`config.mk`:
```
export PLATFORM = sky130hd
export DESIGN_NAME = vid_half_rate_aligner
export DESIGN_NICKNAME = d
export VERILOG_FILES = /design/src/rtl/vhr_pkg.sv /design/src/rtl/vhr_sync_edge.sv /design/src/rtl/vhr_sav_detect.sv /design/src/rtl/vhr_phase_div.sv /design/src/rtl/vhr_demux.sv /design/src/rtl/vid_half_rate_aligner.sv
export SDC_FILE = /design/constraint.sdc
export NUM_CORES = 1
export LEC_CHECK = 0
export CORE_UTILIZATION = 50
export DETAILED_ROUTE_END_ITERATION = 8
export PLACE_DENSITY = 0.88
export SYNTH_ARGS = -nofsm -noshare
export SYNTH_HDL_FRONTEND = slang
export SYNTH_SLANG_ARGS = --single-unit
```
`constraint.sdc`:
```
create_clock -name clk_i -period 2.55 [get_ports clk_i]
set_input_delay 0.3825 -clock clk_i [delete_from_list [all_inputs] [get_ports clk_i]]
set_output_delay 0.3825 -clock clk_i [all_outputs]
set_load 0.02 [all_outputs]
```
`src/rtl/vhr_pkg.sv`:
```
package vhr_pkg;
  typedef enum logic [1:0] {
    VHR_FULL  = 2'b00,
    VHR_MUX8  = 2'b01,
    VHR_EMBED = 2'b10,
    VHR_MUX8B = 2'b11
  } vhr_mode_e;

  function automatic logic vhr_is_full(input logic [1:0] m);
    return m == VHR_FULL;
  endfunction

  function automatic logic vhr_is_embed(input logic [1:0] m);
    return m == VHR_EMBED;
  endfunction
endpackage

```
`src/rtl/vhr_sync_edge.sv`:
```
module vhr_sync_edge #(
  parameter int unsigned STAGES = 2,
  parameter int unsigned DELAY  = 2
) (
  input  logic clk_i,
  input  logic rst_ni,
  input  logic sync_i,
  input  logic pol_i,
  input  logic edge_sel_i,
  input  logic en_i,
  output logic pulse_o
);
  localparam int unsigned LAST = STAGES - 1;

  logic [STAGES-1:0] sync_q;
  logic              prev_q;
  logic              want_rise;
  logic              det;
  logic [DELAY-1:0]  dly_q;

  always_ff @(posedge clk_i or negedge rst_ni) begin
    if (!rst_ni) begin
      sync_q <= '0;
      prev_q <= 1'b0;
    end else begin
      sync_q <= {sync_q[STAGES-2:0], sync_i};
      prev_q <= sync_q[LAST];
    end
  end

  // leading/trailing combined with polarity resolves to a single direction
  assign want_rise = ~(pol_i ^ edge_sel_i);
  assign det = en_i && (sync_q[LAST] != prev_q) && (sync_q[LAST] == want_rise);

  for (genvar i = 0; i < DELAY; i++) begin : g_dly
    always_ff @(posedge clk_i or negedge rst_ni) begin
      if (!rst_ni) dly_q[i] <= 1'b0;
      else if (i == 0) dly_q[i] <= det;
      else dly_q[i] <= dly_q[(i == 0) ? 0 : i-1];
    end
  end

  assign pulse_o = dly_q[DELAY-1];
endmodule

```
`src/rtl/vhr_sav_detect.sv`:
```
module vhr_sav_detect #(
  parameter int unsigned DATA_W = 8,
  parameter int unsigned H_BIT  = 4
) (
  input  logic              clk_i,
  input  logic              rst_ni,
  input  logic              en_i,
  input  logic [DATA_W-1:0] data_i,
  output logic              sav_o
);
  localparam logic [DATA_W-1:0] ONES  = '1;
  localparam logic [DATA_W-1:0] ZEROS = '0;

  logic [DATA_W-1:0] b1_q, b2_q, b3_q;
  logic              preamble;

  always_ff @(posedge clk_i or negedge rst_ni) begin
    if (!rst_ni) begin
      b1_q <= '0;
      b2_q <= '0;
      b3_q <= '0;
    end else begin
      b1_q <= data_i;
      b2_q <= b1_q;
      b3_q <= b2_q;
    end
  end

  assign preamble = (b3_q == ONES) && (b2_q == ZEROS) && (b1_q == ZEROS);
  // code byte is on data_i now; H bit low marks start of active video
  assign sav_o = en_i && preamble && !data_i[H_BIT];
endmodule

```
`src/rtl/vhr_phase_div.sv`:
```
module vhr_phase_div
  import vhr_pkg::*;
(
  input  logic       clk_i,
  input  logic       rst_ni,
  input  logic       line_rst_i,
  input  logic [1:0] mode_i,
  input  logic       inv_i,
  output logic [1:0] mode_q_o,
  output logic       full_o,
  output logic       ph_o
);
  logic [1:0] mode_q;
  logic       ph_q;

  always_ff @(posedge clk_i or negedge rst_ni) begin
    if (!rst_ni) begin
      mode_q <= VHR_FULL;
      ph_q   <= 1'b0;
    end else if (line_rst_i) begin
      mode_q <= mode_i;
      ph_q   <= inv_i;
    end else begin
      ph_q   <= ~ph_q;
    end
  end

  assign mode_q_o = mode_q;
  assign full_o   = vhr_is_full(mode_q);
  assign ph_o     = ph_q;
endmodule

```
`src/rtl/vhr_demux.sv`:
```
module vhr_demux #(
  parameter int unsigned DATA_W = 8
) (
  input  logic              clk_i,
  input  logic              rst_ni,
  input  logic              full_i,
  input  logic              ph_i,
  input  logic              line_rst_i,
  input  logic              cr_init_i,
  input  logic [DATA_W-1:0] luma_i,
  input  logic [DATA_W-1:0] chroma_i,
  output logic [DATA_W-1:0] y_o,
  output logic [DATA_W-1:0] c_o,
  output logic              cr_o,
  output logic              en_o
);
  logic              take;
  logic              cr_q;
  logic [DATA_W-1:0] hold_q;

  assign take = full_i | ph_i;

  always_ff @(posedge clk_i or negedge rst_ni) begin
    if (!rst_ni) begin
      y_o    <= '0;
      c_o    <= '0;
      cr_o   <= 1'b0;
      en_o   <= 1'b0;
      cr_q   <= 1'b0;
      hold_q <= '0;
    end else begin
      en_o <= take;
      if (take) begin
        y_o  <= luma_i;
        c_o  <= full_i ? chroma_i : hold_q;
        cr_o <= cr_q;
      end else begin
        hold_q <= luma_i;
      end
      if (line_rst_i) cr_q <= cr_init_i;
      else if (take)  cr_q <= ~cr_q;
    end
  end
endmodule

```
`src/rtl/vid_half_rate_aligner.sv`:
```
module vid_half_rate_aligner
  import vhr_pkg::*;
#(
  parameter int unsigned DATA_W      = 8,
  parameter int unsigned SYNC_STAGES = 2,
  parameter int unsigned SYNC_DELAY  = 2,
  parameter int unsigned H_BIT       = 4
) (
  input  logic              clk_i,
  input  logic              rst_ni,
  input  logic              hsync_i,
  input  logic [DATA_W-1:0] data_i,
  input  logic [DATA_W-1:0] chroma_i,
  input  logic [1:0]        mode_i,
  input  logic              sync_pol_i,
  input  logic              edge_sel_i,
  input  logic              chroma_inv_i,
  output logic              pix_en_o,
  output logic              phase_o,
  output logic [DATA_W-1:0] y_o,
  output logic [DATA_W-1:0] c_o,
  output logic              c_is_cr_o
);
  logic       use_sav;
  logic       sync_pulse;
  logic       sav_pulse;
  logic       line_rst;
  logic [1:0] mode_q;
  logic       full;
  logic       ph;
  logic       cr_init;

  assign use_sav = vhr_is_embed(mode_i);

  vhr_sync_edge #(
    .STAGES (SYNC_STAGES),
    .DELAY  (SYNC_DELAY)
  ) u_sync (
    .clk_i      (clk_i),
    .rst_ni     (rst_ni),
    .sync_i     (hsync_i),
    .pol_i      (sync_pol_i),
    .edge_sel_i (edge_sel_i),
    .en_i       (!use_sav),
    .pulse_o    (sync_pulse)
  );

  vhr_sav_detect #(
    .DATA_W (DATA_W),
    .H_BIT  (H_BIT)
  ) u_sav (
    .clk_i  (clk_i),
    .rst_ni (rst_ni),
    .en_i   (use_sav),
    .data_i (data_i),
    .sav_o  (sav_pulse)
  );

  assign line_rst = sync_pulse | sav_pulse;
  // a leftover half pair after an inverted reset is flagged Cr so the first full pair is Cb
  assign cr_init  = chroma_inv_i && !vhr_is_full(mode_i);

  vhr_phase_div u_div (
    .clk_i      (clk_i),
    .rst_ni     (rst_ni),
    .line_rst_i (line_rst),
    .mode_i     (mode_i),
    .inv_i      (chroma_inv_i),
    .mode_q_o   (mode_q),
    .full_o     (full),
    .ph_o       (ph)
  );

  vhr_demux #(
    .DATA_W (DATA_W)
  ) u_demux (
    .clk_i      (clk_i),
    .rst_ni     (rst_ni),
    .full_i     (full),
    .ph_i       (ph),
    .line_rst_i (line_rst),
    .cr_init_i  (cr_init),
    .luma_i     (data_i),
    .chroma_i   (chroma_i),
    .y_o        (y_o),
    .c_o        (c_o),
    .cr_o       (c_is_cr_o),
    .en_o       (pix_en_o)
  );

  assign phase_o = ph;
endmodule

```
# Word level (Yosys, flattened, before mapping)
# Cells that the tools add are included.
[op_classes]
n_eq_ne = 4
muxes = 4
bitwise_logic = 6
reduce_logical = 15
[op_table]
columns = ["operator", "n"]
rows = [
  ["$logic_not 8->1", 2],
  ["$eq 8x8->1 const B", 1],
  ["$mux 8", 1],
  ["$logic_and 1x1->1", 7],
  ["$logic_not 2->1", 2],
  ["$logic_not 1->1", 3],
  ["$mux 1", 3],
  ["$not 1->1", 3],
  ["$eq 2x2->1 const B", 1],
  ["$or 1x1->1", 2],
  ["$reduce_bool 2->1", 1],
  ["$eq 1x1->1", 1],
  ["$ne 1x1->1", 1],
  ["$xor 1x1->1", 1],
]
[word_totals]
ff_bits = 59
inputBits = 24
out_inout_bits = 19
elab_cells = 44

# Logic depth before layout (Yosys ltp)
# Gate-level depths: netlist of run 1.
[logic_depth]
word_depth = 7
depth_mapped = 7
ltp_nobuf = 4

# Modules after synthesis
# A second synthesis of run 1 with hierarchy kept.
[unflattened]
cells_unflattened = 133
area_unflattened_um2 = 2120.8
[modules_own_cells]
columns = ["module", "instances", "cells_each", "area_per_inst_um2", "seq_area_each_um2"]
rows = [
  ["vhr_demux", 1, 78, 1143.6, 675.6],
  ["vhr_sav_detect", 1, 34, 676.9, 600.6],
  ["vhr_sync_edge", 1, 9, 158.9, 125.1],
  ["vhr_phase_div", 1, 8, 115.1, 75.1],
  ["vid_half_rate_aligner", 1, 4, 26.3, 0.0],
]

# Worst setup path after synthesis of run 1
# No wires, ideal clock.
[synth_path]
path_type = "register -> register"
start = "reg u_sav.b2_q[1]"
end = "reg u_div.mode_q[0], in the netlist u_div.mode_q_o[0]"
setup_time_ps = 125
t_arrival_ps = 1651
required_ps = 2425
slack_ps = 774
stages_incl_launch_ff = 5
n_path_buf = 0
synth_period_minus_slack_ps = 1776
cell_sequence = "dfrtp_1 or4b_4 nor4_4 a41oi_4 mux2_4"
[synth_between]
elab_chain_len = 6
[synth_lines]
columns = ["element", "line", "text"]
rows = [
  ["start: declaration", "vhr_sav_detect.sv:14", "logic [DATA_W-1:0] b1_q, b2_q, b3_q;"],
  ["start signal: assignment", "vhr_sav_detect.sv:24", "b2_q <= b1_q;"],
  ["$logic_not 8->1", "vhr_sav_detect.sv:29", "assign preamble = (b3_q == ONES) && (b2_q == ZEROS) && (b1_q == ZEROS);"],
  ["$logic_and 1x1->1 (2 in series)", "vhr_sav_detect.sv:29", ""],
  ["$logic_and 1x1->1 (2 in series)", "vhr_sav_detect.sv:31", "assign sav_o = en_i && preamble && !data_i[H_BIT];"],
  ["$or 1x1->1", "vid_half_rate_aligner.sv:59", "assign line_rst = sync_pulse | sav_pulse;"],
  ["end signal: assignment", "vhr_phase_div.sv:21", "mode_q <= mode_i;"],
  ["end: declaration", "vhr_phase_div.sv:13", "logic [1:0] mode_q;"],
]
# Every way passes these cells.
# A chain may end at the register's enable or synchronous reset.

# Worst setup path after layout of run 1
[layout_path]
start = "in mode_i[0]"
end = "reg u_div.mode_q[0], in the netlist u_div.mode_q_o[0]"
[layout_between]
elab_chain_len = 4
[layout_lines]
columns = ["element", "line", "text"]
rows = [
  ["start: declaration", "vid_half_rate_aligner.sv:14", "input logic [1:0] mode_i,"],
  ["$eq 2x2->1", "vhr_pkg.sv:14", "return m == VHR_EMBED;"],
  ["$logic_and 1x1->1 (2 in series)", "vhr_sav_detect.sv:31", ""],
  ["$or 1x1->1", "vid_half_rate_aligner.sv:59", ""],
]
# Parallel ways exist; a longest one is shown, timed or not.

==> results of run 1 <==
-- final cells by class --
type | instances | area [µm²]
flip-flops and latches | 59 | 1480
fillers | 247 | 1220
multi-input cells | 64 | 583
repair buffers | 46 | 445
clock buffers | 10 | 128
clock inverters | 6 | 80.1
well taps | 50 | 62.6
inverters | 1 | 3.75
-- worst paths after layout --
| path | slack [ns] | start | end | depth (start not counted) |
|---|---|---|---|---|
| worst max-delay path | 0.59 | mode_i[0] | u_div.mode_q_o[0] | 5 |
| worst min-delay path | 0.03 | rst_ni | u_demux.y_o[0] | 1 |
| worst max register to register | 0.69 | u_sav.b2_q[1] | u_div.mode_q_o[0] | 4 |
| worst min register to register | 0.36 | u_sync.sync_q[0] | u_sync.sync_q[1] | 0 |
| max in group asynchronous | 1.88 | rst_ni | u_sav.b3_q[4] | 2 |
| min in group clk_i | 0.36 | u_sync.sync_q[0] | u_sync.sync_q[1] | 0 |
-- registers in the layout, indices dropped and copies added (netlist names) --
register        flops
u_demux.y_o         8
u_demux.cr_o        1
u_sync.pulse_o      1
u_demux.en_o        1
u_sync.dly_q        1
u_demux.cr_q        1
u_demux.hold_q      8
u_div.mode_q_o      2
u_sav.b3_q          8
u_sav.b2_q          8
u_div.ph_o          1
u_sav.b1_q          8
u_sync.sync_q       2
u_sync.prev_q       1
u_demux.c_o         8
-- power by group through the flow --
stage          clock (mW)  combinational (mW)  sequential (mW)
5_1_grt             0.948               0.908             1.32
3_5_place_dp            0               0.845             1.30
3_3_place_gp            0               0.818             1.29
4_1_cts             0.901               0.862             1.30
6_report            0.884               0.850             1.30
2_1_floorplan           0               0.322             1.43
-- stage by stage --
step	setup slack, ns	area, µm²	power [mW]	utilization	std cells
3_5_place_dp	0.250	2570	2.14	0.643	220
2_1_floorplan	0.774	2090	1.75	-	129
6_report	0.586	2780	3.03	0.695	236
5_1_grt	0.549	2780	3.18	0.695	236
4_1_cts	0.590	2780	3.06	0.695	236
3_3_place_gp	0.324	2570	2.10	0.643	220
-- cell usage after synthesis, types with 2 or more instances --
cell type / count / area share
mux2_1: 17 / 0.092
buf_2: 2 / 0.0048
nor4_1: 2 / 0.0060
mux2i_1: 10 / 0.048
a21oi_1: 9 / 0.022
clkbuf_1: 2 / 0.0036
dfrtp_1: 59 / 0.71
mux2_4: 2 / 0.014
nor2_1: 9 / 0.016
-- worst max-delay path: stages --
cell	delay, ns
clkdlybuf4s50_1	0.47
or4bb_1	0.57
nor4_4	0.21
a41oi_4	0.20
mux2_4	0.35
-- cell families (layout without fill, tap and decap cells) --
group | count (synthesis) | in the layout | synth area share
DFF | 59 | 59 | 0.707
AOI/OAI and AO/OA | 11 | 11 | 0.0371
and+or+nand+nor | 22 | 22 | 0.0797
xor gates and xnor gates | 2 | 2 | 0.00839
muxes | 29 | 29 | 0.154
buffers and inverters | 6 | 63 | 0.0138
-- routing by layer --
metal / wire length, µm / share of wire / vias to the layer above
met5: 0 / 0 / -
li1: - / - / 550
met3: 259 / 0.065 / 13
met2: 1990 / 0.50 / 46
met1: 1580 / 0.40 / 621
met4: 130 / 0.033 / 0
==> flow_summary.yaml, run 1 <==
clock_network:
  cts_buffers: 9
  cts.sinks: 59
  cts-root-buf: "clkbuf_8"
  cts-htree-levels: 3
  cts_setup_buffers: 0
  hold_buffers: 0
  path_clk_slew_ns: 0.07
  cts_tree: "built"
  clock_latency_ns: 0.33
  clockBufferDepth: 2
  cts_resized: 0
pwr:
  p_comb_frac: 0.280
  sequentialPowerShare: 0.428
  p_int_mw: 2.14
  clockPowerShare: 0.292
  vdd_ir_drop_max_mv: 0.724
  swShare: 0.295
  powerDensity_mw_per_mm2: 1090
  p_leak_nw: 1.24
  power.switching_mw: 0.893
sta:
  holdWs_ns: 0.0313
  maxSlewViolCount: 0
  final.setup.tns_ns: 0
  finalSetupViolCount: 0
  fin_crit_sh: 0.770
  rsz0062_at_grt: "false"
  skew_ns: 0.00929
  worstMarginPinSlew_ns: 0.585
  finalHoldViolCount: 0
  clock.fmax_mhz: 509
  slew_headroom: 0.610
  finalCriticalPeriod_ns: 1.96
flow_run:
  cap_violations: 0
grt:
  grt_max_degree: 27
  grt_util_all_layers: 0.213
  grt_pass1_vias: 1353
  gr-usage-met2: 0.321
  grt_pass1_wl_um: 6460
  use_met1: 0.256
  grt_most_used_layer: "met2"
  overflow: 0
  grt_antenna_before_repair: 0
  use_met3: 0.0873
yosys:
  synth_flop_cell: "dfrtp_1"
  synthArstFlopShare: 1.00
  ys_ff_latch: 59
  synth_warnings: 0
  yosysSeqAreaShare: 0.707
  syn_avg_cell_area_um2: 16.2
  syn_area_mm2: 0.00209
  yosysUniqueCellTypes: 26
  syn_nets: 153
  syn_inst: 129
  synth_edf_count: 0
layout:
  insertedDiodeCount: 0
  most-common-layout-cells: "dfrtp_1 (59), clkdlybuf4s50_1 (41), mux2_1 (17)"
  final_common_cell: "dfrtp_1"
  drive_gt1_frac: 0.145
  syn_to_final_growth_pct: 33.1
  final_nets: 205
placement:
  gp_congestion: 0.704
  port_buffers: 42
  dp.final_hpwl_um: 2660
die:
  core-area_mm2: 0.00400
  die_w_um: 66.6
  num_rows: 23
  die_area_mm2: 0.00444
  initial_core_util: 0.522
  die_h_um: 66.6
  ios: 43
hold_path:
  holdCritPathClass: "primary input to asynchronous set/reset pin"
detailed_routing:
  drc: 0
  drt-pass1-iter-count: 6
  ant_nets: 0
  wl_per_cell_um: 16.8
  drtIter0Drc: 29
  vias_per_cell: 5.21
  finalWirelength_um: 3960
  vias: 1230
critical_path:
  crit_type: "primary input to flop"
  arrival_ns: 2.18
  crit_required_ns: 2.77
  cp-start-kind: "primary input"
  critPathMaxFanout: 4
  cp-end-kind: "flop"
run_status:
  outcome: "complete, no violations"
Note: power is estimated with default switching activity, not from simulation.
==> run 2, diff against run 1 <==
--- a/config.mk
+++ b/config.mk
@@ -5,9 +5,9 @@
 export SDC_FILE = /design/constraint.sdc
 export NUM_CORES = 1
 export LEC_CHECK = 0
-export CORE_UTILIZATION = 50
+export CORE_UTILIZATION = 45
 export DETAILED_ROUTE_END_ITERATION = 8
-export PLACE_DENSITY = 0.88
+export PLACE_DENSITY = 0.84
 export SYNTH_ARGS = -nofsm -noshare
 export SYNTH_HDL_FRONTEND = slang
 export SYNTH_SLANG_ARGS = --single-unit
==> constraint.sdc (replaced) <==
create_clock -name clk_i -period 1.65 [get_ports clk_i]
set_input_delay 0.2475 -clock clk_i [delete_from_list [all_inputs] [get_ports clk_i]]
set_output_delay 0.2475 -clock clk_i [all_outputs]
set_load 0.02 [all_outputs]
==> flow_summary.yaml, run 2 (synthesis results as in run 1) <==
sta:
  maxSlewViolCount: 0
  clock.fmax_mhz: 559
  worstMarginPinSlew_ns: 0.338
  finalHoldViolCount: 0
  setup_ws_ns: -0.139
  final.setup.tns_ns: -0.477
  fin_crit_sh: 1.08
  rsz0062_at_grt: "true"
  slew_headroom: 0.773
  skew_ns: 0.00667
  holdWs_ns: 0.352
  finalCriticalPeriod_ns: 1.79
  finalSetupViolCount: 4
placement:
  dp.final_hpwl_um: 2740
  gp_congestion: 0.745
  port_buffers: 42
  post-place-ws_ns: -0.466
  dp_cells: 229
hold_path:
  holdCritPathClass: "flop to flop"
  hold_depth: 0
  hold_end: "u_sync.pulse_o"
  min_from: "u_sync.dly_q[0]"
detailed_routing:
  vias: 1209
  wl_per_cell_um: 15.7
  drtIter0Drc: 52
  drt-pass1-iter-count: 3
  drc: 0
  ant_nets: 0
  finalWirelength_um: 3820
  vias_per_cell: 4.95
clock_network:
  cts-root-buf: "clkbuf_8"
  cts_tree: "built"
  clock_latency_ns: 0.33
  path_clk_slew_ns: 0.06
  cts_resized: 0
  cts-htree-levels: 3
  cts_setup_buffers: 0
  cts_buffers: 9
  clockBufferDepth: 2
  cts.sinks: 59
die:
  die_w_um: 70.1
  num_rows: 24
  core-area_mm2: 0.00441
  die_h_um: 70.1
  ios: 43
  die_area_mm2: 0.00492
  initial_core_util: 0.473
pwr:
  powerDensity_mw_per_mm2: 1570
  power.switching_mw: 1.32
  p_leak_nw: 1.26
  swShare: 0.299
  clockPowerShare: 0.249
  p_comb_frac: 0.299
  p_int_mw: 3.10
  sequentialPowerShare: 0.453
  vdd_ir_drop_max_mv: 0.787
critical_path:
  crit_chain: "or4bb_1 -> nor4_4 -> a41oi_4 -> mux2_4"
  cp-end-kind: "flop"
  cp_num_buf_inv: 0
  arrival_ns: 2.00
  critPathMaxFanout: 3
  cp-start-kind: "flop"
  rrSetupSlack_ns: -0.14
  crit_required_ns: 1.86
  reg2reg_to: "u_div.mode_q_o[0]"
  reg2regPathDepth: 4
  r2r-start: "u_sav.b2_q[2]"
  cp_slowest_cell: "or4bb_1"
  crit_type: "flop to flop"
  crit_family: "simple AND/OR/NAND/NOR gates"
  cpPeakStageDelay_ns: 0.53
flow_run:
  cap_violations: 0
grt:
  grt_pass1_vias: 1347
  grt_pass1_wl_um: 6440
  grt_util_all_layers: 0.183
  overflow: 0
  grt_antenna_before_repair: 0
  grt_max_degree: 60
layout:
  insertedDiodeCount: 0
  utilization: 0.638
  final_nets: 213
  finalNonFillerCells: 244
  final_common_cell: "dfrtp_1"
  most-common-layout-cells: "dfrtp_1 (59), clkdlybuf4s50_1 (41), mux2_1 (17)"
  syn_to_final_growth_pct: 34.8
  drive_gt1_frac: 0.172
run_status:
  outcome: "complete, but fails checks"
  violations: "setup timing"
[run 2: cell types whose count changed in the layout (fill, tap and decap cells not counted)]
cell	delta
buf_12	+1
buf_4	+6
bufinv_16	-2
clkbuf_1	-1
clkbuf_8	+2
clkinv_2	-1
dlygate4sd3_1	+1
[run 2: worst reg2reg max path: stages (launching register included)]
cell and delay, ns:
dfrtp_1 0.37, or4bb_1 0.53, nor4_4 0.27, a41oi_4 0.17
mux2_4 0.33
[run 2: worst max-delay path by stage]
| stage | startpoint | depth (start not counted) | to |
|---|---|---|---|
| 2_1_floorplan | u_sav.b2_q[2] | 4 | u_div.mode_q_o[0] |
| 3_3_place_gp | mode_i[0] | 5 | u_div.mode_q_o[0] |
| 3_5_place_dp | mode_i[0] | 5 | u_div.mode_q_o[0] |
| 4_1_cts | u_sav.b2_q[2] | 4 | u_div.mode_q_o[0] |
| 5_1_grt | u_sav.b2_q[2] | 4 | u_div.mode_q_o[0] |
| 6_report | u_sav.b2_q[2] | 4 | u_div.mode_q_o[0] |
[run 2: power by group through the flow]
stage               clock (mW)  combinational (mW)  sequential [mW]
finish                    1.10                1.32             2.00
global route              1.21                1.41             2.05
CTS                       1.14                1.34             2.00
detailed placement           0                1.33             2.02
global placement             0                1.29             2.00
floorplan                    0               0.501             2.21
[run 2: layout make-up]
cell class | instances | area, µm²
multi-input cells | 64 | 583
repair buffers | 54 | 520
clock buffers | 11 | 151
flip-flops and latches | 59 | 1480
well taps | 52 | 65.1
fillers | 329 | 1600
clock inverters | 3 | 15.0
inverters | 1 | 3.75
[run 2: what timing repair did]
| action | 4_1_cts | 5_1_grt |
|---|---|---|
| hold buffers | 1 | 0 |
| endpoints found under the setup margin | 4 | 4 |
| endpoints found under the hold margin | 59 | 0 |
[run 2: metrics by stage]
stage          total power, mW  area (µm²)
6_report                  4.42        2820
4_1_cts                   4.48        2820
2_1_floorplan             2.71        2090
3_5_place_dp              3.36        2640
3_3_place_gp              3.29        2640
5_1_grt                   4.67        2820
[run 2: metal layers]
layer / vias to the layer above / track usage / part of all wire
li1: 565 / - / -
met1: 612 / 0.212 / 0.42
met2: 26 / 0.292 / 0.52
met3: 6 / 0.0823 / 0.039
met4: 0 / 0.0800 / 0.014
met5: - / 0 / 0
